[src/rtl/cfl_pkg.sv]
`timescale 1ns/1ps
package cfl_pkg;
  typedef enum logic [2:0] {
    OP_F2I  = 3'd0,
    OP_I2F  = 3'd1,
    OP_BIT  = 3'd2,
    OP_F2F  = 3'd3,
    OP_MOVE = 3'd4
  } op_e;

  // field-0 record layout
  localparam int CR_LT = 3;
  localparam int CR_GT = 2;
  localparam int CR_EQ = 1;
  localparam int CR_SO = 0;
endpackage

[src/rtl/cfl_decode.sv]
`timescale 1ns/1ps
module cfl_decode
  import cfl_pkg::*;
(
  input  logic [1:0] sel,
  input  logic       rc,
  output op_e        op
);
  always_comb begin
    unique case (sel)
      2'd0:    op = OP_F2I;
      2'd1:    op = OP_I2F;
      2'd2:    op = OP_BIT;
      default: op = rc ? OP_MOVE : OP_F2F;
    endcase
  end
endmodule

[src/rtl/cfl_fields.sv]
`timescale 1ns/1ps
module cfl_fields #(
  parameter  int NFIELD = 8,
  parameter  int FW     = 4,
  localparam int FA     = $clog2(NFIELD)
) (
  input  logic          clk,
  input  logic          rst_n,
  input  logic [FA-1:0] ra_addr,
  output logic [FW-1:0] ra_data,
  input  logic [FA-1:0] rb_addr,
  output logic [FW-1:0] rb_data,
  input  logic          we,
  input  logic [FA-1:0] waddr,
  input  logic [FW-1:0] wdata
);
  logic [FW-1:0] fld_q [NFIELD];

  always_ff @(posedge clk or negedge rst_n) begin
    if (!rst_n) begin
      for (int i = 0; i < NFIELD; i++) fld_q[i] <= '0;
    end else if (we) begin
      fld_q[waddr] <= wdata;
    end
  end

  assign ra_data = fld_q[ra_addr];
  assign rb_data = fld_q[rb_addr];

  // a write lands in the addressed field for the next instruction
  p_wr_lands_r10: assert property (@(posedge clk) disable iff (!rst_n)
    we |=> fld_q[$past(waddr)] == $past(wdata));
endmodule

[src/rtl/cfl_alu.sv]
`timescale 1ns/1ps
module cfl_alu
  import cfl_pkg::*;
#(
  parameter  int FW = 4,
  localparam int BA = $clog2(FW)
) (
  input  op_e           op,
  input  logic          m,
  input  logic [FW-1:0] mask,
  input  logic [FW-1:0] mode,
  input  logic [FW-1:0] src_v,
  input  logic [FW-1:0] old_v,
  input  logic          lsb,
  input  logic [BA-1:0] bsel,
  input  logic          so,
  output logic          red,
  output logic [FW-1:0] wdata
);
  logic [FW-1:0] cmp, term, keep;

  for (genvar i = 0; i < FW; i++) begin : g_term
    assign cmp[i]  = (op == OP_I2F) ? lsb : src_v[i];
    assign term[i] = mask[i] & (mode[i] == cmp[i]);
  end

  assign red  = m ? (|term) : (&term);
  assign keep = m ? (old_v & ~mask) : '0;

  always_comb begin
    wdata = '0;
    unique case (op)
      OP_F2I: begin
        wdata[CR_SO] = so;
        wdata[CR_GT] = red;
        wdata[CR_EQ] = ~red;
      end
      OP_I2F, OP_F2F: wdata = term | keep;
      OP_MOVE:        wdata = ((mask & src_v) | keep) ^ mode;
      OP_BIT: begin
        wdata       = old_v;
        wdata[bsel] = red;
      end
      default:        wdata = old_v;
    endcase
  end
endmodule

[src/rtl/cfl_unit.sv]
`timescale 1ns/1ps
module cfl_unit
  import cfl_pkg::*;
#(
  parameter  int XLEN   = 64,
  parameter  int NFIELD = 8,
  parameter  int FW     = 4,
  localparam int FA     = $clog2(NFIELD),
  localparam int BA     = $clog2(FW),
  localparam int TW     = FA + BA
) (
  input  logic            clk,
  input  logic            rst_n,
  input  logic            in_valid,
  output logic            in_ready,
  input  logic [1:0]      in_sel,
  input  logic            in_rc,
  input  logic            in_m,
  input  logic [FW-1:0]   in_mask,
  input  logic [FW-1:0]   in_mode,
  input  logic [FA-1:0]   in_src_fld,
  input  logic [TW-1:0]   in_dst,
  input  logic            in_ra_zero,
  input  logic [XLEN-1:0] in_int,
  input  logic            in_so,
  output logic            out_valid,
  input  logic            out_ready,
  output logic [XLEN-1:0] out_int
);
  op_e           op;
  logic          accept, we, red, res_q, unused_hi;
  logic [FA-1:0] dfld, waddr;
  logic [BA-1:0] bsel;
  logic [FW-1:0] src_v, old_v, wdata;

  assign unused_hi = ^in_int[XLEN-1:1];

  assign dfld     = in_dst[FA-1:0];
  assign bsel     = in_dst[TW-1:FA];
  assign in_ready = ~out_valid | out_ready;
  assign accept   = in_valid & in_ready;

  cfl_decode u_dec (.sel(in_sel), .rc(in_rc), .op(op));

  cfl_fields #(.NFIELD(NFIELD), .FW(FW)) u_fld (
    .clk(clk), .rst_n(rst_n),
    .ra_addr(in_src_fld), .ra_data(src_v),
    .rb_addr(dfld), .rb_data(old_v),
    .we(we), .waddr(waddr), .wdata(wdata)
  );

  cfl_alu #(.FW(FW)) u_alu (
    .op(op), .m(in_m), .mask(in_mask), .mode(in_mode),
    .src_v(src_v), .old_v(old_v), .lsb(in_int[0] & ~in_ra_zero),
    .bsel(bsel), .so(in_so), .red(red), .wdata(wdata)
  );

  assign we    = accept & ((op != OP_F2I) | in_rc);
  assign waddr = (op == OP_F2I) ? '0 : dfld;

  always_ff @(posedge clk or negedge rst_n) begin
    if (!rst_n) begin
      out_valid <= 1'b0;
      res_q     <= 1'b0;
    end else if (accept && op == OP_F2I) begin
      out_valid <= 1'b1;
      res_q     <= red;
    end else if (out_ready) begin
      out_valid <= 1'b0;
    end
  end

  assign out_int = {{(XLEN-1){1'b0}}, res_q};

  p_hold_r9: assert property (@(posedge clk) disable iff (!rst_n)
    (out_valid && !out_ready) |=> (out_valid && $stable(out_int)));

  p_result_due_r2: assert property (@(posedge clk) disable iff (!rst_n)
    (accept && op == OP_F2I) |=> out_valid);

  p_record_r3: assert property (@(posedge clk) disable iff (!rst_n)
    (accept && op == OP_F2I && in_rc) |->
      (waddr == '0 && wdata[CR_GT] != wdata[CR_EQ] && !wdata[CR_LT]));

  p_keep_r6: assert property (@(posedge clk) disable iff (!rst_n)
    (we && in_m && (op == OP_I2F || op == OP_F2F)) |->
      ((wdata ^ old_v) & ~in_mask) == '0);

  p_bit_only_r8: assert property (@(posedge clk) disable iff (!rst_n)
    (we && op == OP_BIT) |-> ($countones(wdata ^ old_v) <= 1));
endmodule

[config.mk]
export PLATFORM = sky130hd
export DESIGN_NAME = cfl_unit
export DESIGN_NICKNAME = d
export VERILOG_FILES = /design/src/rtl/cfl_pkg.sv /design/src/rtl/cfl_decode.sv /design/src/rtl/cfl_fields.sv /design/src/rtl/cfl_alu.sv /design/src/rtl/cfl_unit.sv
export SDC_FILE = /design/constraint.sdc
export NUM_CORES = 1
export LEC_CHECK = 0
export ABC_CLOCK_PERIOD_IN_PS = 6990
export BUFFER_PORTS_ARGS = -buffer_cell sky130_fd_sc_hd__clkbuf_2
export CAP_MARGIN = 20
export CELL_PAD_IN_SITES_DETAIL_PLACEMENT = 0
export CELL_PAD_IN_SITES_GLOBAL_PLACEMENT = 1
export CORE_UTILIZATION = 35
export DETAILED_ROUTE_END_ITERATION = 6
export PLACE_DENSITY = 0.85
export SLEW_MARGIN = 10
export SYNTH_ARGS = -nofsm -noshare
export SYNTH_HDL_FRONTEND = slang
export SYNTH_SLANG_ARGS = --single-unit
[constraint.sdc]
create_clock -name clk -period 6.99 [get_ports clk]
set_clock_uncertainty 0.05 [all_clocks]
set_input_delay 0.3495 -clock clk [delete_from_list [all_inputs] [get_ports clk]]
set_output_delay 0.3495 -clock clk [all_outputs]
set_load 0.02 [all_outputs]
==> impl_metrics.py <==
metrics = {
    "logic_synthesis": {
        "synth_area_leader_cell": "dfrtp_1",
        "synthDistinctLibCells": 46,
        "yosys-top-cells-area": "dfrtp_1 (30%), buf_4 (17%), mux2_2 (14%)",
        "yosys_warnings": 0,
        "synthArstFlopShare": 1.00,
        "synth_seq_area_share": 0.298,
        "ys.flop_type": "dfrtp_1",
        "ys_ff_latch": 34,
        "postSynthAreaPerCell_sq_um": 10.5,
        "netlist_area_sq_um": 2860,
        "yosys.area.top_type_share": 0.298,
        "synth_edf_count": 0,
        "synthCells": 271,
    },
    "cells_and_area": {
        "design_area_sq_um": 2940,
        "final_common_cell": "conb_1",
        "syn_to_final_growth_pct": 3.11,
        "fillCellCount": 775,
        "fin_util": 0.377,
        "final_cells": 400,
        "n_antenna_cell": 0,
        "drive_gt1_frac": 0.336,
        "final_nets": 387,
        "final_cell_mix": "conb_1 (63), mux2_2 (35), dfrtp_1 (34)",
    },
    "die": {
        "design.die.area_sq_um": 8520,
        "start_util": 0.366,
        "fp.coreArea_sq_um": 7810,
        "fp.dieW_microns": 92.3,
        "pin_count": 156,
        "fp-row-count": 32,
        "die_height_microns": 92.3,
    },
    "global_routing": {
        "grt_start_max_net_pins": 35,
        "grt_first_pass_wirelength_microns": 9610,
        "antenna_found_initial": 0,
        "grt_remaining_overflow": 0,
        "grt_pass1_vias": 1823,
        "gr-usage-all-layers": 0.144,
    },
    "route": {
        "first_pass_iters": 4,
        "ant_nets": 0,
        "wl_per_cell_microns": 14.7,
        "detail_route.iter0.violations": 73,
        "viasPerCell": 4.94,
        "dr_total_vias": 1976,
        "wl_met3_microns": 248,
        "remaining_drc_errors": 0,
        "dr.max_layer_used": "met4",
        "met2_length_microns": 2970,
        "totalWireLength_microns": 5880,
        "met1_length_microns": 2560,
    },
    "clock_network": {
        "clock_path_buffers": 2,
        "post-cts-setup-buffer-count": 0,
        "hold_buffers": 0,
        "root_buffer": "clkbuf_8",
        "clk_pin_slew_ns": 0.07,
        "cts_tree": "built",
        "cts_buffers": 5,
        "h-tree-depth": 2,
        "cts_resized": 0,
        "clock_latency_ns": 0.29,
        "clkSinkCount": 34,
    },
    "sta": {
        "slew-limit-headroom": 0.437,
        "rsz0062_at_grt": "no",
        "final_hold_viol_count": 0,
        "final_max_slew_viol_count": 0,
        "worst_pin_slew_ns": 0.845,
        "layout_setup_ws_ns": 3.90,
        "setup_viol": 0,
        "period_needed_ns": 3.09,
        "fmax_mhz": 323,
        "holdWs_ns": 0.0995,
        "finalCritPeriodShare": 0.442,
        "tns_ns": 0,
    },
    "min_path": {
        "hp-class": "input port to asynchronous set/reset pin",
    },
    "worst_setup_path": {
        "cp_slowest_stage_delay_ns": 0.55,
        "criticalPathCategory": "flop to flop",
        "cp_cell_sequence": "mux4_2, mux2_2, a211oi_2, o21ai_1, o41ai_2, nor3_1, o31ai_2, mux2_2",
        "r2r-start": "u_fld.fld_q[0]",
        "critPathSlowestCell": "o31ai_2",
        "crit_buf_inv": 0,
        "arrival_ns": 3.27,
        "start_kind": "flop",
        "r2r_setup_slack_ns": 3.90,
        "cp.required_ns": 7.17,
        "path_delay_family": "compound AO/OA/AOI/OAI gates",
        "r2r-end": "u_fld.fld_q[31]",
        "timing.critical_path.mode_cell": "mux2_2",
        "rr_worst_depth": 8,
        "cp_max_fo": 8,
        "end_kind": "flop",
    },
    "placed_design": {
        "placed_cells": 391,
        "dpl_cell_area_sq_um": 2850,
        "dp_hpwl_microns": 4690,
        "post-place-ws_ns": 3.65,
        "gp_congestion": 0.785,
        "port_buffers": 29,
    },
    "power_and_ir_drop": {
        "power_leakage_nw": 1.38,
        "power-per-cell-area_nw_per_um2": 256,
        "finalPower_mw": 0.754,
        "ir_worst_vdd_v": 0.000134,
    },
    "flow_run": {
        "drv_cap": 0,
    },
    "run_status": {
        "outcome": "finished clean",
    },
}
power breakdown:
part | total, mW | switching [mW] | internal (mW)
logic | 0.290 | 0.141 | 0.148
clock network | 0.150 | 0.0703 | 0.0794
registers | 0.314 | 0.0517 | 0.263
worst register-to-register path, cell delays in order (launching register included):
cell and delay, ns:
dfrtp_1 0.40, mux4_2 0.49, mux2_2 0.32, a211oi_2 0.29, o21ai_1 0.10, o41ai_2 0.44
nor3_1 0.12, o31ai_2 0.55, mux2_2 0.27
synthesized netlist by cell type (2+ instances only):
| cell type | number |
|---|---|
| dfrtp_1 | 34 |
| nand2_1 | 12 |
| nor3_1 | 7 |
| or2_2 | 2 |
| mux4_2 | 16 |
| a21oi_1 | 8 |
| o21ai_0 | 4 |
| clkbuf_1 | 8 |
| nor2_1 | 13 |
| nor4_1 | 3 |
| nand4_1 | 2 |
| buf_4 | 64 |
| nor4b_1 | 3 |
| buf_2 | 2 |
| nand3_1 | 7 |
| inv_1 | 7 |
| xnor2_1 | 2 |
| o211ai_1 | 2 |
| or3b_2 | 2 |
| a311oi_2 | 2 |
| mux2_2 | 35 |
| nand2b_1 | 3 |
| mux2i_1 | 9 |
| xor2_1 | 2 |
final cells by class:
class                      count  area (sq um)  area share
clock buffer                   7          86.3      0.0293
timing repair buffer          31           158      0.0535
clock inverter                 1          5.00     0.00170
inverter                       7          26.3     0.00892
sequential                    34           851       0.289
tap                          102           128      0.0433
multi-input combinational    218          1690       0.574
flip-flops by register name, summed over array words and instances, names as in the netlist:
signal / cells
res_q: 1
u_fld.fld_q: 32
out_valid: 1
how the worst max path moves through the flow:
stage / from / end / depth (start not counted)
floorplan: in_src_fld[0] / u_fld.fld_q[11] / 9
global placement: in_src_fld[0] / u_fld.fld_q[5] / 9
detailed placement: in_src_fld[0] / u_fld.fld_q[31] / 9
CTS: u_fld.fld_q[0] / u_fld.fld_q[31] / 8
global route: u_fld.fld_q[8] / u_fld.fld_q[11] / 8
finish: u_fld.fld_q[0] / u_fld.fld_q[31] / 8
layer usage:
layer	global-route usage	up-vias
met2	0.237	79
li1	-	911
met1	0.187	977
met3	0.0246	9
met5	0	-
met4	0.0573	0
cells by family after synthesis:
logic type,count (synthesis),synth area share
AO/OA/AOI/OAI,31,0.0912
XOR/XNOR,4,0.0123
buffers and inverters,81,0.192
flip-flops,34,0.298
multiplexers,60,0.296
other,1,0.00131
AND/OR/NAND/NOR,60,0.110
Note: power is estimated with default switching activity, not from simulation.
